<file path="src/rtl/bitman_pkg.sv">
package bitman_pkg;
  typedef enum logic [3:0] {
    BM_SET  = 4'd0,
    BM_CLR  = 4'd1,
    BM_INV  = 4'd2,
    BM_TST  = 4'd3,
    BM_LD   = 4'd4,
    BM_ILD  = 4'd5,
    BM_ST   = 4'd6,
    BM_IST  = 4'd7,
    BM_AND  = 4'd8,
    BM_IAND = 4'd9,
    BM_OR   = 4'd10,
    BM_IOR  = 4'd11,
    BM_XOR  = 4'd12,
    BM_IXOR = 4'd13,
    BM_RSV0 = 4'd14,
    BM_RSV1 = 4'd15
  } bm_op_e;

  function automatic logic bm_writes(input bm_op_e op);
    return (op == BM_SET) || (op == BM_CLR) || (op == BM_INV) ||
           (op == BM_ST)  || (op == BM_IST);
  endfunction
endpackage

</file>
<file path="src/rtl/bitman_decode.sv">
module bitman_decode #(
  parameter int DATA_W = 8,
  parameter int NUM_W  = 8
) (
  input  logic [NUM_W-1:0]  bitnum,
  input  logic [DATA_W-1:0] byte_in,
  output logic [DATA_W-1:0] mask,
  output logic              sel_bit
);
  localparam int IDX_W = $clog2(DATA_W);

  logic [IDX_W-1:0] idx;

  // only the low index bits count; the rest of the field is dropped
  assign idx     = bitnum[IDX_W-1:0];
  assign mask    = {{(DATA_W-1){1'b0}}, 1'b1} << idx;
  assign sel_bit = |(byte_in & mask);
endmodule

</file>
<file path="src/rtl/bitman_modify.sv">
module bitman_modify
  import bitman_pkg::*;
#(
  parameter int DATA_W = 8
) (
  input  bm_op_e            op,
  input  logic [DATA_W-1:0] byte_in,
  input  logic [DATA_W-1:0] mask,
  input  logic              c_in,
  output logic [DATA_W-1:0] byte_nx,
  output logic              we_nx
);
  logic store_val;

  always_comb begin
    store_val = (op == BM_IST) ? ~c_in : c_in;
    byte_nx   = byte_in;
    unique case (op)
      BM_SET:        byte_nx = byte_in | mask;
      BM_CLR:        byte_nx = byte_in & ~mask;
      BM_INV:        byte_nx = byte_in ^ mask;
      BM_ST, BM_IST: byte_nx = (byte_in & ~mask) | (store_val ? mask : '0);
      default:       byte_nx = byte_in;
    endcase
    we_nx = bm_writes(op);
  end
endmodule

</file>
<file path="src/rtl/bitman_flag.sv">
module bitman_flag
  import bitman_pkg::*;
(
  input  bm_op_e op,
  input  logic   sel_bit,
  input  logic   c_in,
  input  logic   z_in,
  output logic   c_nx,
  output logic   z_nx
);
  logic opnd;

  always_comb begin
    // odd codes among the carry ops use the complemented bit
    opnd = op[0] ? ~sel_bit : sel_bit;
    c_nx = c_in;
    z_nx = z_in;
    unique case (op)
      BM_TST:           z_nx = ~sel_bit;
      BM_LD,  BM_ILD:   c_nx = opnd;
      BM_AND, BM_IAND:  c_nx = opnd & c_in;
      BM_OR,  BM_IOR:   c_nx = opnd | c_in;
      BM_XOR, BM_IXOR:  c_nx = opnd ^ c_in;
      default: begin
        c_nx = c_in;
        z_nx = z_in;
      end
    endcase
  end
endmodule

</file>
<file path="src/rtl/bitman_unit.sv">
module bitman_unit
  import bitman_pkg::*;
#(
  parameter int DATA_W = 8,
  parameter int NUM_W  = 8
) (
  input  logic              clk,
  input  logic              rst_n,
  input  logic              req_valid,
  input  logic [3:0]        req_op,
  input  logic [NUM_W-1:0]  req_bitnum,
  input  logic [DATA_W-1:0] req_byte,
  input  logic              c_in,
  input  logic              z_in,
  output logic              rsp_valid,
  output logic [DATA_W-1:0] rsp_byte,
  output logic              rsp_we,
  output logic              rsp_c,
  output logic              rsp_z
);
  logic [1:0]        rst_sync_q;
  logic              rst_q_n;
  bm_op_e            op;
  logic [DATA_W-1:0] mask;
  logic              sel_bit;
  logic [DATA_W-1:0] byte_nx;
  logic              we_nx;
  logic              c_nx;
  logic              z_nx;
  logic              vld_d;
  logic              we_d;

  // asynchronous assert, synchronous release
  always_ff @(posedge clk or negedge rst_n) begin
    if (!rst_n) rst_sync_q <= 2'b00;
    else        rst_sync_q <= {rst_sync_q[0], 1'b1};
  end
  assign rst_q_n = rst_sync_q[1];

  assign op = bm_op_e'(req_op);

  bitman_decode #(.DATA_W(DATA_W), .NUM_W(NUM_W)) u_decode (
    .bitnum  (req_bitnum),
    .byte_in (req_byte),
    .mask    (mask),
    .sel_bit (sel_bit)
  );

  bitman_modify #(.DATA_W(DATA_W)) u_modify (
    .op      (op),
    .byte_in (req_byte),
    .mask    (mask),
    .c_in    (c_in),
    .byte_nx (byte_nx),
    .we_nx   (we_nx)
  );

  bitman_flag u_flag (
    .op      (op),
    .sel_bit (sel_bit),
    .c_in    (c_in),
    .z_in    (z_in),
    .c_nx    (c_nx),
    .z_nx    (z_nx)
  );

  always_comb begin
    vld_d = req_valid;
    we_d  = req_valid & we_nx;
  end

  always_ff @(posedge clk or negedge rst_q_n) begin
    if (!rst_q_n) begin
      rsp_valid <= 1'b0;
      rsp_we    <= 1'b0;
    end else begin
      rsp_valid <= vld_d;
      rsp_we    <= we_d;
    end
  end

  always_ff @(posedge clk or negedge rst_q_n) begin
    if (!rst_q_n) begin
      rsp_byte <= '0;
      rsp_c    <= 1'b0;
      rsp_z    <= 1'b0;
    end else if (req_valid) begin
      rsp_byte <= byte_nx;
      rsp_c    <= c_nx;
      rsp_z    <= z_nx;
    end
  end
endmodule

</file>
<file path="config.mk">
export PLATFORM = sky130hd
export DESIGN_NAME = bitman_unit
export DESIGN_NICKNAME = d
export VERILOG_FILES = /design/src/rtl/bitman_pkg.sv /design/src/rtl/bitman_decode.sv /design/src/rtl/bitman_modify.sv /design/src/rtl/bitman_flag.sv /design/src/rtl/bitman_unit.sv
export SDC_FILE = /design/constraint.sdc
export NUM_CORES = 1
export LEC_CHECK = 0
export ABC_AREA = 0
export BUFFER_PORTS_ARGS = -buffer_cell sky130_fd_sc_hd__buf_4
export CAP_MARGIN = 20
export CORE_ASPECT_RATIO = 1.75
export CORE_MARGIN = 2
export CORE_UTILIZATION = 55
export CTS_BUF_LIST = sky130_fd_sc_hd__clkbuf_2
export DETAILED_ROUTE_END_ITERATION = 8
export PLACE_DENSITY = 0.81
export REMOVE_ABC_BUFFERS = 1
export SYNTH_ARGS = -nofsm -noshare
export SYNTH_HDL_FRONTEND = slang
export SYNTH_HIERARCHICAL = 1
export SYNTH_SLANG_ARGS = --single-unit
</file>
<file path="constraint.sdc">
create_clock -name clk -period 1.2 [get_ports clk]
set_clock_uncertainty 0.1 [all_clocks]
set_input_delay 0.18 -clock clk [delete_from_list [all_inputs] [get_ports clk]]
set_output_delay 0.18 -clock clk [all_outputs]
set_load 0.05 [all_outputs]
</file>
== Word-level counts from Yosys, hierarchy flattened ==
Cells that the tools add are included.
W data, S select, Z words.
Word-level totals
  bits in registers: 14
  logic and storage cells: 49
Cells by class
  equal/unequal tests: 13
  shift operators: 1
  bitwise logic cells: 12
  reduce and logical (&&, ||, !) cells: 11
  muxes and demuxes: 6
Operators with widths (count)
  $pmux W8 S4: 1
  $eq A4 B4 Y1 const B: 6
  $and A8 B8 Y8: 2
  $eq A4 B3 Y1 const B: 4
  $or A8 B8 Y8: 2
  $reduce_or A2 Y1: 5
  $eq A4 B2 Y1 const B: 2
  $mux W8: 1
  $not A8 Y8: 1
  $reduce_or A8 Y1: 1
  $shl A1 B3 Y8 const A: 1
  $xor A8 B8 Y8: 1
  $eq A4 B1 Y1 const B: 1
  $logic_not A4 Y1: 1
  $logic_or A1 B1 Y1: 4
  $pmux W1 S4: 1
  $mux W1: 3
  $and A1 B1 Y1: 2
  $not A1 Y1: 2
  $or A1 B1 Y1: 1
  $xor A1 B1 Y1: 1

== Longest topological paths before layout ==
Gate-level depths: netlist (run 1).
  word-level depth: 7
  depth in mapped cells: 10

== Hierarchy ==
The synthesis (run 1) kept the hierarchy.
Modules (own cells, without submodules)
  bitman_modify: times used 1, cells each 102, sequential area each 0.0 µm², area an instance 765.7 µm²
  bitman_unit: times used 1, cells each 27, sequential area each 350.3 µm², area an instance 519.2 µm²
  bitman_decode: times used 1, cells each 15, sequential area each 0.0 µm², area an instance 145.1 µm²
  bitman_flag: times used 1, cells each 18, sequential area each 0.0 µm², area an instance 123.9 µm²

== Worst setup path before layout (run 1) ==
No wires, ideal clock.
  path type: input -> register
  start: input port req_bitnum[0]
  end: register rsp_c
  path slack: -1116 ps
  stages on the path: 10
  buffers on the path: 1
  data arrival time: 2091 ps
  required time: 975 ps
  path through: buf_6 -> mux4_1 -> mux2_2 -> xor2_2 -> inv_1 -> ha_1 -> nand2b_1 -> o211ai_1 -> a21oi_1 -> mux2_4
On the way
  cells in the longest elaborated chain, start to end: 7
  elaborated cells between the ends (all ways): 9
RTL lines
  from (decl): RTL line bitman_unit.sv:11  | input logic [NUM_W-1:0] req_bitnum,
  $shl A1 B3 Y8 *: RTL line bitman_decode.sv:16  | assign mask = {{(DATA_W-1){1'b0}}, 1'b1} << idx;
  $and A8 B8 Y8 *: RTL line bitman_decode.sv:17  | assign sel_bit = |(byte_in & mask);
  $reduce_or A8 Y1 *: RTL line bitman_decode.sv:17
  named net sel_bit: RTL line bitman_unit.sv:25  | logic sel_bit;
  $not A1 Y1: RTL line bitman_flag.sv:15  | opnd = op[0] ? ~sel_bit : sel_bit;
  $mux W1 *: RTL line bitman_flag.sv:15
  $xor A1 B1 Y1, or another cell as far along: RTL line bitman_flag.sv:23  | BM_XOR, BM_IXOR: c_nx = opnd ^ c_in;
  $pmux W1 S4 *: RTL line bitman_flag.sv:18  | unique case (op)
  named net c_nx: RTL line bitman_unit.sv:28  | logic c_nx;
  to (signal assigned): RTL line bitman_unit.sv:89  | rsp_c <= c_nx;
  to (decl): RTL line bitman_unit.sv:18  | output logic rsp_c,
The timed path passes the listed nets; every way through them passes the cells marked *.
A chain may end at the register's enable or synchronous reset.

== Worst setup path after layout (run 1) ==
Same ends and word-level chain as after synthesis.

==> metrics.md, run 1 <==
| Metric | Value |
|---|---|
| Status | finished with violations |
| Failing checks | setup timing |
| Number of buffers created by CTS | 3 |
| Crit share post-route | 177% |
| IO Pins | 37 |
| Hold endpoint | rsp_valid |
| Crit path kind | in -> reg |
| Fraction of layout cells with a size suffix above 1 | 63.1% |
| CTS tree | built |
| Reg-to-reg endpoint | rsp_c |
| Final setup vio count | 14 |
| Residual DRC | 0 |
| Crit path buf inv count | 2 |
| Primary FF master, synth | dfrtp_1 |
| Worst slew pin tran | 506 ps |
| Crit end category | flop |
| Worst rel slew slack | 66.2% |
| Synthesized area | 1550 um^2 |
| Utilization after layout | 93.2% |
| Fin. Hold Viols | 0 |
| Arr. time, crit path | 2280 ps |
| Core footprint | 2690 um^2 |
| GRT Util Overall | 35.8% |
| Skew-Pair Late Insertion Delay | 300 ps |
| RSZ-0062 raised after global routing | true |
| Die area | 3280 um^2 |
| Vias in the first global route | 1751 |
| # fillers | 86 |
| H-tree depth | 1 |
| Crit path time final | 2120 ps |
| Initial Util | 57.8% |
| Vias | 1721 |
| Final Total Pwr | 1.99 mW |
| Cell Pwr Density | 793 nW/um^2 |
| Initial antenna violation count | 0 |
| Place WS | -1250 ps |
| Worst R2R Setup Slack | 110 ps |
| Routability Congestion | 0.823 |
| Max Freq | 472 MHz |
| Largest buffer count on any clock path | 2 |
| CP Cell Sequence | buf_8 -> mux4_2 -> mux2_4 -> xor2_4 -> ha_1 -> inv_1 -> a21oi_1 -> o21ai_1 -> a21oi_1 -> mux2_4 |
| VDD IR max | 0.798 mV |
| WP data required | 1360 ps |
| Top post-synthesis cells by count | inv_1, ha_1, dfrtp_1 |
| Die height | 74.3 um |
| P&R area growth vs syn | 61.4% |
| Count of input and output buffers | 31 |
| Antenna diode instance count | 0 |
| HP Start | req_valid |
| DR vias/cell | 6.62 |
| Per-cell routed wire length | 25.7 um |
| Critical path startpoint category | primary input |
| Post-Syn Area per Cell | 9.59 um^2 |
| Reg2Reg Depth | 2 |
| Largest area contributor in the netlist | dfrtp_1 |
| RR Startpoint | rsp_c |
| WP depth | 10 |
| CTS root buffer | clkbuf_2 |
| Top-count cell post-synth | inv_1 |
| Hold WC Path Type | in -> reg |
| ANT nets after route | 0 |
| Clk sinks | 14 |
| Max-cap viol count | 0 |
| Largest net degree at the start of global routing | 15 |
| Post-synth cell types | 40 |
| Final HPWL DP | 3.40 mm |
| Die width | 44.2 um |
| GR Overflow Total | 0 |
| Worst path top cell family by delay | multiplexers |
| Hold path depth | 1 |
| Crit path max-delay cell type | mux4_2 |
| FF+latch count, synth | 14 |
| P_leak | 1.16 nW |
| Max incr delay on CP | 520 ps |
| Share of the synthesized area in the top cell type | 22.5% |
| CP Max Fanout | 3 |
| Top post-synthesis cells by area | dfrtp_1, ha_1, mux2_4 |
| Ys Warns | 6 |
| Fraction of registers with async set/reset | 100% |
| First-iteration detailed-routing DRC count | 115 |
| Initial DRT Pass Iterations | 5 |
| Clock slew at reported path FFs | 160 ps |
| EDFF count, synth | 0 |
| First-pass GRT wire length | 8.44 mm |
| Row Count | 25 |
| Syn Inst Count | 162 |
| Seq/Total Area, Yosys | 22.5% |
| Final wirelength | 6.68 mm |
| NumNets Final | 277 |
| Worst setup margin | -919 ps |
| Final Max Tran Viols | 0 |
-- registers in the layout (all words and copies together) (netlist names) --
register / cells
rst_sync_q: 2
rsp_valid: 1
rsp_c: 1
rsp_we: 1
rsp_z: 1
rsp_byte: 8
-- cells in the final DEF (no fill, tap or decap), types with 4 or more instances in the layout --
cell	count
a21o_1	8
a21oi_1	8
a221oi_2	5
buf_4	60
buf_6	12
dfrtp_1	14
ha_4	12
inv_1	14
inv_2	6
mux2_4	11
nand2_1	4
nor2_4	5
nor2b_1	4
o21ai_0	4
o32a_1	6
-- power by group --
part | internal, mW | total (mW) | switching [mW] | leakage [nW]
sequential | 0.529 | 0.583 | 0.0541 | 0.164
clock | 0.0723 | 0.243 | 0.171 | 0.0140
combinational | 0.528 | 1.16 | 0.634 | 0.983
total | 1.13 | 1.99 | 0.859 | 1.16
-- cell families after synthesis --
family / after synthesis / synth area share (%)
AO/OA/AOI/OAI: 46 / 22.0
AND/OR/NAND/NOR: 33 / 12.8
buffers and inverters: 32 / 10.5
adder cells (fa/ha/maj): 18 / 14.5
multiplexers: 15 / 14.8
flip-flops: 14 / 22.5
XOR/XNOR: 3 / 2.66
other: 1 / 0.241
-- worst register-to-register path: cells and delay by family, from the launching register on --
| family | cells | cell delay, ps |
|---|---|---|
| flops | 1 | 460 |
| mux | 1 | 280 |
| buf+inv | 1 | 150 |
-- final cells by class --
type,instances,area (um^2),area share [%]
well taps,27,33.8,1.35
clock inverters,1,3.75,0.150
inverters,23,93.8,3.74
multi-input cells,116,1370,54.4
flip-flops and latches,14,350,14.0
repair buffers,76,646,25.7
clock buffers,3,15.0,0.599
-- metrics by stage --
step                cell area [um^2]  hold slack [ps]  instances  setup TNS [ps]
global route                    2510            -3.59        260           -5700
finish                          2510             1.93        260           -5310
floorplan                       1480             -216        153           -5000
CTS                             2370             31.3        255           -4670
detailed placement              2020             -136        246           -8900
global placement                2020             -137        246           -8370
-- how the worst max path moves through the flow --
stage                   from  endpoint
3_5_place_dp   req_bitnum[0]     rsp_c
3_3_place_gp   req_bitnum[0]     rsp_c
6_report       req_bitnum[0]     rsp_c
2_1_floorplan  req_bitnum[0]     rsp_c
5_1_grt        req_bitnum[0]     rsp_c
4_1_cts        req_bitnum[0]     rsp_c
-- layer usage --
metal,vias up,share of wire (%),track usage [%]
met5,-,0,0
li1,715,-,-
met1,849,33,38.1
met2,120,53,64.7
met3,37,7.6,3.88
met4,0,6.3,22.6
-- repair_timing --
item / 4_1_cts / 5_1_grt
buffers inserted: 4 / 5
hold buffers: 1 / 0
endpoints found under the hold margin: 2 / 0
gates resized for setup: 68 / 21
cloned: 0 / 0
endpoints found under the setup margin: 11 / 15
pin swaps: 39 / 14
(Power assumes the default switching activity.)
==> run 2, diff against run 1 <==
--- a/config.mk
+++ b/config.mk
@@ -13,7 +13,7 @@
 export CORE_UTILIZATION = 55
 export CTS_BUF_LIST = sky130_fd_sc_hd__clkbuf_2
 export DETAILED_ROUTE_END_ITERATION = 8
-export PLACE_DENSITY = 0.81
+export PLACE_DENSITY_LB_ADDON = 0.3
 export REMOVE_ABC_BUFFERS = 1
 export SYNTH_ARGS = -nofsm -noshare
 export SYNTH_HDL_FRONTEND = slang
==> metrics.md, run 2 (synthesis gave the netlist of run 1 again) <==
| Metric | Value |
|---|---|
| Status | finished with violations (unchanged) |
| Failing checks | setup timing (unchanged) |
| Die area | 3280 um^2 (unchanged) |
| Per-cell routed wire length | 21.3 um (was 25.7 um) |
| P_int | 1.12 mW (was 1.13 mW) |
| Arr. time, crit path | 2100 ps (was 2280 ps) |
| Skew-Pair Late Insertion Delay | 250 ps (was 300 ps) |
| Sw Pwr | 0.757 mW (was 0.859 mW) |
| Clock share of power | 10.7% (was 12.2%) |
| Row Count | 25 (unchanged) |
| ANT nets after route | 0 (unchanged) |
| Sequential power share | 30.3% (was 29.3%) |
| CP Max Fanout | 3 (unchanged) |
| GR Overflow Total | 0 (unchanged) |
| Reg-to-reg endpoint | rsp_byte[0] (was rsp_c) |
| CTS tree | built (unchanged) |
| DR vias/cell | 6.32 (was 6.62) |
| Design area | 2430 um^2 (was 2510 um^2) |
| Clock slew at reported path FFs | 120 ps (was 160 ps) |
| Hold endpoint | rsp_valid (unchanged) |
| P&R area growth vs syn | 56.5% (was 61.4%) |
| IO Pins | 37 (unchanged) |
| Largest net degree at the start of global routing | 13 (was 15) |
| Crit path kind | in -> reg (unchanged) |
| CTS root buffer | clkbuf_2 (unchanged) |
| Vias in the first global route | 1902 (was 1751) |
| Initial Util | 57.8% (unchanged) |
| Vias | 1676 (was 1721) |
| Worst setup margin | -844 ps (was -919 ps) |
| Residual DRC | 0 (unchanged) |
| Worst R2R Setup Slack | 310 ps (was 110 ps) |
| GRT Util Overall | 37.1% (was 35.8%) |
| Clk sinks | 14 (unchanged) |
| Gate power share | 59.0% (was 58.4%) |
| Routability Congestion | 0.911 (was 0.823) |
| Reg2Reg Depth | 1 (was 2) |
| Crit share post-route | 170% (was 177%) |
| Max Freq | 489 MHz (was 472 MHz) |
| Critical path startpoint category | primary input (unchanged) |
| Most common cell after layout, fill and taps aside | buf_4 (unchanged) |
| Largest buffer count on any clock path | 2 (unchanged) |
| Hold path depth | 1 (unchanged) |
| Antenna diode instance count | 0 (unchanged) |
| DP Area | 2040 um^2 (was 2020 um^2) |
| Commonest cells after routing, fill and taps aside | buf_4, inv_1, dfrtp_1, buf_6, mux2_4 (was buf_4, dfrtp_1, inv_1, buf_6, ha_4) |
| Number of buffers created by CTS | 3 (unchanged) |
| Setup TNS Final | -5450 ps (was -5310 ps) |
| WP data required | 1250 ps (was 1360 ps) |
| Core footprint | 2690 um^2 (unchanged) |
| Cell Pwr Density | 771 nW/um^2 (was 793 nW/um^2) |
| Fin. Hold Viols | 0 (unchanged) |
| Max-cap viol count | 0 (unchanged) |
| Crit path time final | 2040 ps (was 2120 ps) |
| First-iteration detailed-routing DRC count | 89 (was 115) |
| Final setup vio count | 10 (was 14) |
| Sw frac | 40.3% (was 43.2%) |
| HP Start | req_valid (unchanged) |
| Fraction of layout cells with a size suffix above 1 | 58.0% (was 63.1%) |
| VDD IR max | 0.843 mV (was 0.798 mV) |
| Initial DRT Pass Iterations | 4 (was 5) |
| Final Max Tran Viols | 0 (unchanged) |
| Max reg flops | 8 (unchanged) |
| First-pass GRT wire length | 8.99 mm (was 8.44 mm) |
| Hold WC Path Type | in -> reg (unchanged) |
| Final wirelength | 5.64 mm (was 6.68 mm) |
| RR Startpoint | rsp_byte[0] (was rsp_c) |
| Biggest regs | rsp_byte x8, rst_sync_q x2 (unchanged) |
| Count of input and output buffers | 31 (unchanged) |
| RSZ-0062 raised after global routing | true (unchanged) |
| P_leak | 1.17 nW (was 1.16 nW) |
| Die height | 74.3 um (unchanged) |
| Crit end category | flop (unchanged) |
| Die width | 44.2 um (unchanged) |
| Final HPWL DP | 3.45 mm (was 3.40 mm) |
| Most flops, register | rsp_byte (unchanged) |
| Initial antenna violation count | 0 (unchanged) |
| NumNets Final | 282 (was 277) |
| H-tree depth | 1 (unchanged) |
==> run 2: cell count changes in the layout (fill, tap and decap cells not counted), moves of 4 or more <==
| cell | before | now |
|---|---|---|
| buf_4 | 60 | 66 |
| ha_4 | 12 | 7 |
| nor2_1 | 2 | 7 |
| ha_1 | 3 | 7 |
==> run 2: metrics by stage <==
stage / hold WS, ps / total power, mW / setup WS, ps / utilization (%) / instances
after floorplan: -216 / 1.06 / -999 / - / 153
after global placement: -137 / 1.42 / -1200 / 75.9 / 249
after detailed placement: -136 / 1.45 / -1290 / 75.9 / 249
after CTS: 42.3 / 1.82 / -906 / 89.2 / 265
after global routing: 32.8 / 1.96 / -889 / 90.4 / 265
final: 57.3 / 1.88 / -844 / 90.4 / 265
==> run 2: final cells by class <==
type	count	area, um^2
inverters	23	88.8
repair buffers	81	679
fillers	105	258
well taps	27	33.8
multi-input cells	116	1260
flip-flops and latches	14	350
clock inverters	1	3.75
clock buffers	3	15.0
==> run 2: worst max-delay path by stage <==
stage | to | slack [ps] | from
floorplan | rsp_c | -1000 | req_bitnum[0]
global placement | rsp_c | -1200 | req_bitnum[0]
detailed placement | rsp_c | -1290 | req_bitnum[0]
CTS | rsp_c | -910 | req_bitnum[0]
global route | rsp_c | -890 | req_bitnum[0]
finish | rsp_c | -840 | req_byte[5]
==> run 2: worst max-delay path, stage by stage <==
cell      delay [ps]
buf_4            120
mux4_2           460
mux2_4           330
xor2_4           180
inv_2             70
ha_4             210
nand2b_4         130
o211ai_1          70
a21oi_1           90
mux2_4           260
==> run 2: repair_timing <==
| item | CTS | global route |
|---|---|---|
| pin swaps | 27 | 8 |
| cloned | 0 | 0 |
| buffers inserted | 11 | 1 |
| resized for setup | 57 | 10 |
| endpoints found under the setup margin | 11 | 11 |
| hold buffers | 1 | 0 |
| hold endpoints to repair | 2 | 0 |
==> run 2: power groups by stage <==
stage,Combinational [mW],Clock [mW],Sequential [mW]
6_report,1.11,0.201,0.568
5_1_grt,1.16,0.228,0.576
4_1_cts,1.04,0.214,0.568
3_5_place_dp,0.872,0,0.577
3_3_place_gp,0.843,0,0.573
2_1_floorplan,0.296,0,0.765
==> run 2: metal layers <==
| layer | GRT usage [%] | routed length [um] |
|---|---|---|
| met1 | 39.0 | 1980 |
| met2 | 67.2 | 2940 |
| met3 | 4.13 | 319 |
| met4 | 24.6 | 405 |
| met5 | 0 | 0 |
